<file path="config.mk">
export PLATFORM = sky130hd
export DESIGN_NAME = dual_ratio_clkdiv
export DESIGN_NICKNAME = d
export VERILOG_FILES = /design/src/rtl/clkdiv_pkg.sv /design/src/rtl/clkdiv_ctrl.sv /design/src/rtl/clkdiv_bank.sv /design/src/rtl/clkdiv_datapath.sv /design/src/rtl/dual_ratio_clkdiv.sv
export SDC_FILE = /design/constraint.sdc
export NUM_CORES = 1
export LEC_CHECK = 0
export BUFFER_PORTS_ARGS = -buffer_cell sky130_fd_sc_hd__buf_2
export CORE_MARGIN = 8
export CORE_UTILIZATION = 30
export CTS_CLUSTER_SIZE = 30
export DETAILED_ROUTE_END_ITERATION = 7
export HOLD_SLACK_MARGIN = 0.1
export PLACE_DENSITY = 0.59
export SYNTH_ARGS = -nofsm -noshare
export SYNTH_HDL_FRONTEND = slang
export SYNTH_SLANG_ARGS = --single-unit
</file>
<file path="constraint.sdc">
create_clock -name clkIn -period 1.9 [get_ports clkIn]
set_input_delay 0.095 -clock clkIn [delete_from_list [all_inputs] [get_ports clkIn]]
set_output_delay 0.095 -clock clkIn [all_outputs]
set_load 0.005 [all_outputs]
</file>
<file path="src/rtl/clkdiv_pkg.sv">
package clkdiv_pkg;

  // Counter width: must hold the largest ratio minus one, plus a spare reset code.
  parameter int CNT_W = 3;
  parameter int NUM_BANKS = 2;

  // Selectable ratios.
  parameter int A_RATIO_FAST = 2;
  parameter int A_RATIO_SLOW = 4;
  parameter int B_RATIO_LL   = 4;
  parameter int B_RATIO_LH   = 6;
  parameter int B_RATIO_H    = 5;

  localparam int B_MAX_RATIO =
    (B_RATIO_LH > B_RATIO_H) ? ((B_RATIO_LH > B_RATIO_LL) ? B_RATIO_LH : B_RATIO_LL)
                             : ((B_RATIO_H  > B_RATIO_LL) ? B_RATIO_H  : B_RATIO_LL);
  // Longest level of bank B: the low phase, which is the ceiling of half the ratio.
  localparam int MAX_LEVEL_RUN = B_MAX_RATIO - B_MAX_RATIO / 2;

  // Strobes and limits handed from control to datapath.
  typedef struct packed {
    logic             advance;
    logic [CNT_W-1:0] lastA;
    logic [CNT_W-1:0] highA;
    logic [CNT_W-1:0] lastB;
    logic [CNT_W-1:0] highB;
  } divCmd_t;

  function automatic logic [CNT_W-1:0] lastOf(input int ratio);
    return CNT_W'(ratio - 1);
  endfunction

  function automatic logic [CNT_W-1:0] highOf(input int ratio);
    return CNT_W'(ratio / 2);
  endfunction

endpackage

</file>
<file path="src/rtl/clkdiv_ctrl.sv">
module clkdiv_ctrl
  import clkdiv_pkg::*;
(
  input  logic       clkIn,
  input  logic       masterRst,
  input  logic       enableN,
  input  logic       ratioSelA,
  input  logic [1:0] ratioSelB,
  output divCmd_t    cmd
);

  // Run latch on the falling edge: the counters never see it change while
  // the clock is high, so gating cannot clip an output level.
  logic runLatched;

  always_ff @(negedge clkIn or posedge masterRst) begin
    if (masterRst) runLatched <= 1'b0;
    else           runLatched <= ~enableN;
  end

  always_comb begin
    cmd.advance = runLatched;
    if (ratioSelA) begin
      cmd.lastA = lastOf(A_RATIO_SLOW);
      cmd.highA = highOf(A_RATIO_SLOW);
    end else begin
      cmd.lastA = lastOf(A_RATIO_FAST);
      cmd.highA = highOf(A_RATIO_FAST);
    end
    case (ratioSelB)
      2'b00: begin
        cmd.lastB = lastOf(B_RATIO_LL);
        cmd.highB = highOf(B_RATIO_LL);
      end
      2'b01: begin
        cmd.lastB = lastOf(B_RATIO_LH);
        cmd.highB = highOf(B_RATIO_LH);
      end
      default: begin
        cmd.lastB = lastOf(B_RATIO_H);
        cmd.highB = highOf(B_RATIO_H);
      end
    endcase
  end

endmodule

</file>
<file path="src/rtl/clkdiv_bank.sv">
module clkdiv_bank #(
  parameter int CNT_W = clkdiv_pkg::CNT_W
) (
  input  logic             clkIn,
  input  logic             masterRst,
  input  logic             advance,
  input  logic [CNT_W-1:0] lastCount,
  input  logic [CNT_W-1:0] highCount,
  output logic             qOut
);

  logic [CNT_W-1:0] count;
  logic [CNT_W-1:0] countNext;

  // Any count at or past the last step wraps to zero. That covers a shrinking
  // ratio and the all-ones reset code, so the first running edge lands on phase 0.
  always_comb begin
    if (count >= lastCount) countNext = '0;
    else                    countNext = count + 1'b1;
  end

  always_ff @(posedge clkIn or posedge masterRst) begin
    if (masterRst) begin
      count <= '1;
      qOut  <= 1'b0;
    end else if (advance) begin
      count <= countNext;
      qOut  <= (countNext < highCount);
    end
  end

endmodule

</file>
<file path="src/rtl/clkdiv_datapath.sv">
module clkdiv_datapath
  import clkdiv_pkg::*;
(
  input  logic    clkIn,
  input  logic    masterRst,
  input  divCmd_t cmd,
  output logic    qA,
  output logic    qB
);

  logic [CNT_W-1:0]     lastSel [NUM_BANKS];
  logic [CNT_W-1:0]     highSel [NUM_BANKS];
  logic [NUM_BANKS-1:0] qVec;

  assign lastSel[0] = cmd.lastA;
  assign highSel[0] = cmd.highA;
  assign lastSel[1] = cmd.lastB;
  assign highSel[1] = cmd.highB;

  for (genvar b = 0; b < NUM_BANKS; b++) begin : g_bank
    clkdiv_bank #(.CNT_W(CNT_W)) u_bank (
      .clkIn     (clkIn),
      .masterRst (masterRst),
      .advance   (cmd.advance),
      .lastCount (lastSel[b]),
      .highCount (highSel[b]),
      .qOut      (qVec[b])
    );
  end

  assign qA = qVec[0];
  assign qB = qVec[1];

endmodule

</file>
<file path="src/rtl/dual_ratio_clkdiv.sv">
module dual_ratio_clkdiv
  import clkdiv_pkg::*;
(
  input  logic       clkIn,
  input  logic       enableN,
  input  logic       masterRst,
  input  logic       ratioSelA,
  input  logic [1:0] ratioSelB,
  output logic       qA,
  output logic       qB
);

  divCmd_t divCmd;
  logic    advanceNow;

  clkdiv_ctrl u_ctrl (
    .clkIn     (clkIn),
    .masterRst (masterRst),
    .enableN   (enableN),
    .ratioSelA (ratioSelA),
    .ratioSelB (ratioSelB),
    .cmd       (divCmd)
  );

  clkdiv_datapath u_dp (
    .clkIn     (clkIn),
    .masterRst (masterRst),
    .cmd       (divCmd),
    .qA        (qA),
    .qB        (qB)
  );

  assign advanceNow = divCmd.advance;

endmodule

</file>
==> results of run 1 <==
[routing by layer]
layer  part of all wire [%]  up-vias  track usage [%]  wire length (um)
met3                    4.1        2            2.998                44
li1                       -      215                -                 -
met4                   0.84        0            5.102                 9
met1                     42      208            7.302               444
met2                     53        6            12.62               571
met5                      0        -                0                 0
[power by group]
group	total [uW]	leakage, uW	internal [uW]	switching [uW]
Combinational	484	0.000224	252	233
Sequential	384	0.0000973	313	70.3
Clock	146	0.0000150	80.9	65.4
[cell usage after synthesis, types with 2 or more instances]
| cell type | instances |
|---|---|
| dfstp_2 | 6 |
| nand2b_1 | 2 |
| o21ai_0 | 2 |
| ha_1 | 7 |
| dfrtp_1 | 2 |
| inv_1 | 10 |
| o2111ai_1 | 2 |
[path summary, 6_finish.rpt]
path / slack, ns / to / startpoint / cells past startpoint
worst max-delay path: -0.007 / u_dp.g_bank[1].u_bank.qOut / u_ctrl.runLatched / 3
worst min-delay path: 0.23 / u_dp.g_bank[0].u_bank.qOut / ratioSelA / 3
worst max register to register: -0.007 / u_dp.g_bank[1].u_bank.qOut / u_ctrl.runLatched / 3
worst min register to register: 0.49 / u_dp.g_bank[1].u_bank.count[1] / u_dp.g_bank[1].u_bank.count[1] / 2
max in group asynchronous: 0.71 / u_ctrl.runLatched / masterRst / 3
min in group asynchronous: 0.38 / u_dp.g_bank[1].u_bank.qOut / masterRst / 4
[area by class of cell]
class	count	area [um^2]	share of cell area (%)
repair buffers	11	75.07	10.45
clock buffers	4	26.28	3.659
well taps	25	31.28	4.355
flip-flops and latches	9	232.7	32.40
inverters	10	37.54	5.226
multi-input cells	34	315.3	43.90
[critical path, stage by stage, from the launching register on]
cell and delay (ns):
dfrtn_1 0.45, buf_6 0.14, o211ai_4 0.07, o22a_1 0.17
[metrics by stage]
step	setup slack, ns	hold slack (ns)	util (%)	cells	setup TNS, ns
final	-0.006766	0.2341	40.71	93	-0.009505
after global routing	-0.05165	0.2308	40.71	93	-0.2015
after CTS	-0.008982	0.2212	40.35	93	-0.01911
after detailed placement	-0.01682	0.1119	37.16	88	-0.01682
after global placement	0.009224	0.1103	37.16	88	0
after floorplan	0.01912	-0.08139	-	54	0
[layout by cell type, fill, tap and decap left out, types with 2 or more instances in the layout]
| cell | netlist | final |
|---|---|---|
| nand2b_1 | 2 | 2 |
| buf_6 | 0 | 2 |
| dfrtp_1 | 2 | 2 |
| clkbuf_4 | 0 | 3 |
| mux2_4 | 1 | 2 |
| inv_1 | 10 | 10 |
| dfstp_2 | 6 | 6 |
| buf_2 | 1 | 7 |
| ha_1 | 7 | 7 |
| o2111ai_1 | 2 | 2 |
| o21ai_0 | 2 | 2 |
[flip-flops by register name (all words and copies together) (netlist names)]
name and flops:
u_dp.g_bank.u_bank.qOut 2, u_dp.g_bank.u_bank.count 6, u_ctrl.runLatched 1
[cells by family (layout without fill, tap and decap cells)]
family	count (synthesis)	after routing	synth area share, %
AO/OA/AOI/OAI	12	12	16.19
AND/OR/NAND/NOR	11	11	12.47
buffers and inverters	11	25	7.440
flip-flops	9	9	40.70
adder cells (fa/ha/maj)	7	7	15.32
multiplexers	3	3	6.345
XOR/XNOR	1	1	1.532
[timing repair]
item,CTS,global route
endpoints found under the setup margin,3,6
pin swaps,1,1
hold buffers,1,0
resized for setup,4,1
hold endpoints to repair,8,0
==> flow_summary.yaml, run 1 <==
run_status:
  outcome: "finished with violations"
  violations: "negative setup slack"
critical_path:
  cp-start-kind: "flip-flop"
  cp.required_ns: 2.05
  worstPathArrival_ns: 2.05
  critical_path_class: "reg2reg"
  cp-end-kind: "flip-flop"
  crit_fanout: 6
synth:
  synth_edf_count: 0
  syn_inst: 54
  syn_area_um2: 571.8
  ys.flop_type: "dfstp_2"
  synth_top_area_share_pct: 27.57
  ys.warnings.count: 0
  async_flop_share_pct: 100.0
  ys_ff_latch: 9
  syn-num-nets: 67
  synth.distinct_cells: 30
  netlist_top_cells_area: "dfstp_2 28%, ha_1 15%, dfrtp_1 8.8%"
  synth_top_cell_by_area: "dfstp_2"
  avgSynthCellArea_um2: 10.59
  ys_seq_area_share_pct: 40.70
global_route:
  grt_overflow: 0
  grt_pass1_vias: 473
  antenna_found_initial: 0
  grt_usage_pct: 7.469
  grt_pass1_wl_mm: 1.973
  grt_max_degree: 9
placement:
  hpwl_um: 875.6
  port_buffers: 7
  place_area_um2: 655.6
  gp_congestion: 0.7345
cts:
  cts_tree: "done"
  clk_pin_slew_ns: 0.06
  post_cts_buffers: 0
  cts_max_level: 1
  numCtsBuffers: 3
  insertion_delay_ns: 0.27
  root_buffer: "clkbuf_4"
  clk_path_buf_depth: 2
  cts.sinks: 9
die:
  dieHeight_um: 59.66
  initial_utilization_pct: 32.41
  core-area_mm2: 0.001764
  dieArea_mm2: 0.003559
  num_rows: 15
  io_pins: 8
  die_w_um: 59.66
sta:
  grt_setup_unrepaired: "true"
  worst-slew-pin-transition_ns: 0.2514
  setup_ws_ns: -0.006766
  slew_headroom_pct: 83.24
  finalMaxSlewViolations: 0
  finClkSkew_ns: 0.009080
  setup_viol: 3
  hold_viol: 0
detailed_routing:
  vias: 431
  routed_wl_mm: 1.069
  wl_per_cell_um: 11.49
  vias_per_cell: 4.634
  dr.pass1.iters: 2
  initialDrtViolationCount: 2
  ant_nets: 0
  drc_errors: 0
pwr:
  power_leakage_uw: 0.0003363
  total_power_uw: 1014
  power.density_mw_per_mm2: 1412
  ir_drop_mv: 0.6131
flow_run:
  max_cap_violations: 0
cells_and_area:
  postLayoutCellArea_um2: 718.2
  n_fill_cell: 201
  final_nets: 82
  n_antenna_cell: 0
  area_delta_synth_final_pct: 25.60
  drive_gt1_share_pct: 39.71
hold_path:
  hold_path_class: "in2reg"
No activity file was read; power rests on OpenSTA's default activity.
==> run 2: changes to the inputs <==
- CELL_PAD_IN_SITES_DETAIL_PLACEMENT: default -> 2
- CELL_PAD_IN_SITES_GLOBAL_PLACEMENT: default -> 2
- HOLD_SLACK_MARGIN: 0.1 -> default
- PLACE_DENSITY: 0.59 -> 0.79
- TNS_END_PERCENT: default -> 10
==> run 2 against run 1 <==
- the flow still finishes with violations (negative setup slack)
- utilization fell by 0.43 points
- count of clock-buffer cells in the layout did not move
- cell count fell by 1.1%
- worst setup slack got worse by 0.051 ns
- final area fell by 1.0%
- critical path type unchanged
- largest power group unchanged
==> flow_summary.yaml, run 2 (synthesis gave the netlist of run 1 again) <==
placement:
  gp_congestion: 0.6600
  port_buffers: 7
  hpwl_mm: 1.134
critical_path:
  cp_top_family: "flip-flops"
  crit_fanout: 3
  path_depth: 3
  cp-end-kind: "flip-flop"
  slowest_stage: "dfrtn_1"
  reg2regPathDepth: 3
  cp.required_ns: 2.10
  crit_buf_inv: 1
  worstPathArrival_ns: 2.15
  crit_chain: "inv_1 -> a311oi_2 -> a22o_1"
  critical_path_class: "reg2reg"
  slowest_delay_ns: 0.47
  cp-start-kind: "flip-flop"
die:
  dieArea_mm2: 0.003559
  io_pins: 8
  num_rows: 15
  core-area_mm2: 0.001764
  dieHeight_um: 59.66
  initial_utilization_pct: 32.41
  die_w_um: 59.66
global_route:
  antenna_found_initial: 0
  grt_usage_pct: 9.402
  grt_pass1_wl_mm: 2.421
  grt_max_degree: 10
  grt_overflow: 0
  grt_pass1_vias: 508
pwr:
  power.density_mw_per_mm2: 1476
  total_power_uw: 1049
  combPwrFrac_pct: 48.8
  ir_drop_mv: 0.5590
  power_leakage_uw: 0.0003315
  pwr-share-clk_pct: 13.9
  pwr-share-seq_pct: 37.3
  swShare_pct: 38.06
  switchingPower_uw: 399.2
  intPower_uw: 649.5
detailed_routing:
  drc_errors: 0
  vias_per_cell: 4.772
  wl_per_cell_um: 15.87
  routed_wl_mm: 1.460
  dr.pass1.iters: 2
  ant_nets: 0
  initialDrtViolationCount: 4
  vias: 439
cells_and_area:
  area_delta_synth_final_pct: 24.29
  drive_gt1_share_pct: 38.81
  multi_input_area_um2: 315.3
  n_antenna_cell: 0
  final_nets: 81
  final_common_cell: "inv_1"
  final_cell_mix: "10 x inv_1, 7 x ha_1, 7 x buf_2"
  n_fill_cell: 222
  largest_register_ff_count: 6
  seqCellArea_um2: 232.7
  reg_top3: "u_dp.g_bank.u_bank.count x6, u_dp.g_bank.u_bank.qOut x2, u_ctrl.runLatched x1"
  top_register: "u_dp.g_bank.u_bank.count"
  final_util_pct: 40.28
sta:
  slew_headroom_pct: 76.32
  worst-slew-pin-transition_ns: 0.3548
  finalMaxSlewViolations: 0
  hold_viol: 0
  setup_ws_ns: -0.05773
  grt_setup_unrepaired: "true"
  setup_viol: 5
  finClkSkew_ns: 0.01118
  fin_tns_setup_ns: -0.1409
  hold_ws_ns: 0.2229
flow_run:
  max_cap_violations: 0
run_status:
  outcome: "finished with violations"
  violations: "negative setup slack"
cts:
  cts.sinks: 9
  insertion_delay_ns: 0.26
  root_buffer: "clkbuf_4"
  cts_tree: "done"
  clk_pin_slew_ns: 0.06
  cts_max_level: 1
  numCtsBuffers: 3
  clk_path_buf_depth: 2
  post_cts_buffers: 0
hold_path:
  whs_path_depth: 3
  hold_path_class: "in2reg"
-- run 2: cell count changes in the layout (fill, tap and decap cells not counted) --
cell,change
buf_4,-1
-- run 2: worst register-to-register path: cells and delay by family, from the launching register on --
| kind | cells | cell delay (ns) |
|---|---|---|
| AOI/OAI and AO/OA | 2 | 0.38 |
| DFF | 1 | 0.47 |
| buffers and inverters | 1 | 0.10 |
-- run 2: final timing paths --
kind,start,to,slack [ns]
setup / recovery,u_ctrl.runLatched,u_dp.g_bank[0].u_bank.qOut,-0.06
hold / removal,ratioSelA,u_dp.g_bank[0].u_bank.qOut,0.22
setup reg to reg,u_ctrl.runLatched,u_dp.g_bank[0].u_bank.qOut,-0.06
hold reg to reg,u_dp.g_bank[0].u_bank.count[2],u_dp.g_bank[0].u_bank.count[2],0.49
max in group asynchronous,masterRst,u_ctrl.runLatched,0.42
min in group asynchronous,masterRst,u_dp.g_bank[0].u_bank.qOut,0.37
-- run 2: timing repair --
action / CTS / global route
hold buffers: 1 / 0
hold endpoints to repair: 2 / 0
endpoints found under the setup margin: 3 / 6
gates resized for setup: 4 / 1
pin swaps: 2 / 0
-- run 2: metrics by stage --
step                instance area [um^2]  setup WS, ns  instances
floorplan                          574.3       0.01912         54
global placement                   648.1       0.01069         87
detailed placement                 648.1      -0.04264         87
CTS                                704.4      -0.03666         92
global route                       710.7       -0.1581         92
finish                             710.7      -0.05773         92
-- run 2: cell type report --
cell class,instances,area share [%]
inverter,10,5.282
tap,25,4.401
sequential,9,32.75
timing repair buffer,10,9.507
multi-input combinational,34,44.37
clock buffer,4,3.697
-- run 2: power groups by stage --
stage / logic [uW] / registers (uW) / clock network, uW
CTS: 503 / 391 / 156
detailed placement: 474 / 391 / 0
global route: 572 / 407 / 162
global placement: 444 / 387 / 0
floorplan: 347 / 370 / 0
finish: 511 / 391 / 146
-- run 2: metal layers --
layer / wire [um] / global-route usage (%)
met1: 559 / 8.911
met2: 834 / 17.38
met3: 46 / 2.998
met4: 19 / 5.102
met5: 0 / 0
==> run 3: changes to the inputs <==
- CORE_UTILIZATION: 30 -> 34
- PLACE_DENSITY: 0.79 -> 0.86
==> run 3 against run 2 <==
- the flow still finishes with violations (negative setup slack)
- combinational power fell by 3%
- critical path depth did not move
- worst setup slack improved by 0.033 ns
- via count rose by 3.2%
- non-clock buffer count rose by 1
- die area fell by 8.7%
- count of clock-buffer cells in the layout did not move
- critical endpoint unchanged
- largest cell class unchanged
- highest routed layer unchanged
==> flow_summary.yaml, run 3 (synthesis gave the netlist of run 1 again) <==
pwr:
  power_leakage_uw: 0.0003347
  ir_drop_mv: 0.5027
  power.density_mw_per_mm2: 1444
global_route:
  grt_usage_pct: 9.017
  grt_pass1_wl_mm: 2.290
  grt_max_degree: 10
  antenna_found_initial: 0
  grt_overflow: 0
  grt_pass1_vias: 519
cells_and_area:
  top_register: "u_dp.g_bank.u_bank.count"
  n_fill_cell: 194
  largest_register_ff_count: 6
  drive_gt1_share_pct: 39.71
  postLayoutCellArea_um2: 714.4
  final_common_cell: "inv_1"
  final_cell_mix: "10 x inv_1, 7 x ha_1, 7 x buf_2"
  fin_cells: 85
  n_antenna_cell: 0
  reg_top3: "u_dp.g_bank.u_bank.count x6, u_dp.g_bank.u_bank.qOut x2, u_ctrl.runLatched x1"
  final_nets: 82
  area_delta_synth_final_pct: 24.95
sta:
  setup_ws_ns: -0.02433
  finalMaxSlewViolations: 0
  hold_viol: 0
  grt_setup_unrepaired: "true"
  worst-slew-pin-transition_ns: 0.3319
  fin_tns_setup_ns: -0.04751
  slew_headroom_pct: 77.85
  setup_viol: 3
  finClkSkew_ns: 0.009274
die:
  dieHeight_um: 57.01
  initial_utilization_pct: 34.62
  num_rows: 15
  io_pins: 8
  core-area_mm2: 0.001652
  die_w_um: 57.01
  dieArea_mm2: 0.003250
detailed_routing:
  dr.pass1.iters: 2
  vias: 453
  vias_per_cell: 5.329
  drc_errors: 0
  routed_wl_mm: 1.244
  ant_nets: 0
  wl_per_cell_um: 14.64
  initialDrtViolationCount: 1
critical_path:
  cp-start-kind: "flip-flop"
  slowest_delay_ns: 0.46
  crit_fanout: 3
  worstReg2RegStart: "u_ctrl.runLatched"
  rrSetupSlack_ns: -0.02
  crit_chain: "inv_1 -> a311oi_2 -> a22o_1"
  reg2reg_to: "u_dp.g_bank[0].u_bank.qOut"
  cp-end-kind: "flip-flop"
  cp-startpoint: "u_ctrl.runLatched"
  worstSetupEndpoint: "u_dp.g_bank[0].u_bank.qOut"
  reg2regPathDepth: 3
  critical_path_class: "reg2reg"
  cp.required_ns: 2.10
  worstPathArrival_ns: 2.12
  slowest_stage: "dfrtn_1"
placement:
  port_buffers: 7
  post-place-cells: 79
  hpwl_um: 956.8
  place_area_um2: 638.1
  post-place-ws_ns: -0.04377
  gp_congestion: 0.7205
run_status:
  outcome: "finished with violations"
  violations: "negative setup slack"
cts:
  numCtsBuffers: 3
  clk_pin_slew_ns: 0.06
  insertion_delay_ns: 0.26
  cts_max_level: 1
  cts.sinks: 9
  root_buffer: "clkbuf_4"
  cts_tree: "done"
  clk_path_buf_depth: 2
flow_run:
  max_cap_violations: 0
hold_path:
  hold_path_class: "in2reg"
## run 3: cell types whose count changed in the layout (fill, tap and decap cells not counted), sizes merged
cell,previous run,this run
buf,9,10
## run 3: worst max-delay path, delay by kind of cell, from the launching register on
| kind | cells | cell delay (ns) |
|---|---|---|
| buf+inv | 1 | 0.09 |
| compound gates | 2 | 0.36 |
| flops | 1 | 0.46 |
## run 3: per-stage QoR
| step | total power, uW | utilization [%] | hold slack [ns] |
|---|---|---|---|
| after floorplan | 716.6 | - | -0.08139 |
| final | 1031 | 43.26 | 0.2224 |
| after detailed placement | 846.3 | 38.64 | 0.07455 |
| after global routing | 1127 | 43.26 | 0.2459 |
| after CTS | 1037 | 42.50 | 0.2318 |
| after global placement | 824.3 | 38.64 | 0.05914 |
## run 3: worst min-delay path by stage
stage	cells after the start	end	start	slack [ns]
CTS	3	u_dp.g_bank[0].u_bank.qOut	ratioSelA	0.23
global route	3	u_dp.g_bank[0].u_bank.qOut	ratioSelA	0.25
global placement	2	u_dp.g_bank[0].u_bank.qOut	masterRst	0.06
floorplan	1	u_dp.g_bank[0].u_bank.qOut	masterRst	-0.08
detailed placement	2	u_dp.g_bank[0].u_bank.qOut	masterRst	0.07
finish	3	u_dp.g_bank[0].u_bank.qOut	ratioSelA	0.22
## run 3: final cells by class
class / count / area, um^2 / area share (%)
Clock buffer: 4 / 26.28 / 3.678
Timing Repair Buffer: 11 / 78.83 / 11.03
Sequential cell: 9 / 232.7 / 32.57
Tap cell: 17 / 21.27 / 2.977
Multi-Input combinational cell: 34 / 317.8 / 44.48
Inverter: 10 / 37.54 / 5.254
## run 3: power by group
group	switching [uW]	internal (uW)	leakage, uW
clock	67.2	80.9	0.0000150
combinational	247	248	0.000222
sequential	74.6	314	0.0000973
total	389	643	0.000335
## run 3: routing by layer
layer	wire length (um)	share of wire [%]	up-vias	track usage (%)
met2	661	53	8	15.35
li1	-	-	216	-
met5	0	0	-	0
met3	47	3.8	6	3.104
met4	45	3.6	0	7.047
met1	489	39	223	8.605
## run 3: what timing repair did
action / CTS / global route
buffers inserted: 1 / 0
hold buffers: 1 / 0
pin swaps: 2 / 2
endpoints found under the hold margin: 2 / 0
gates cloned: 0 / 0
setup endpoints to repair: 5 / 7
gates resized for setup: 4 / 2
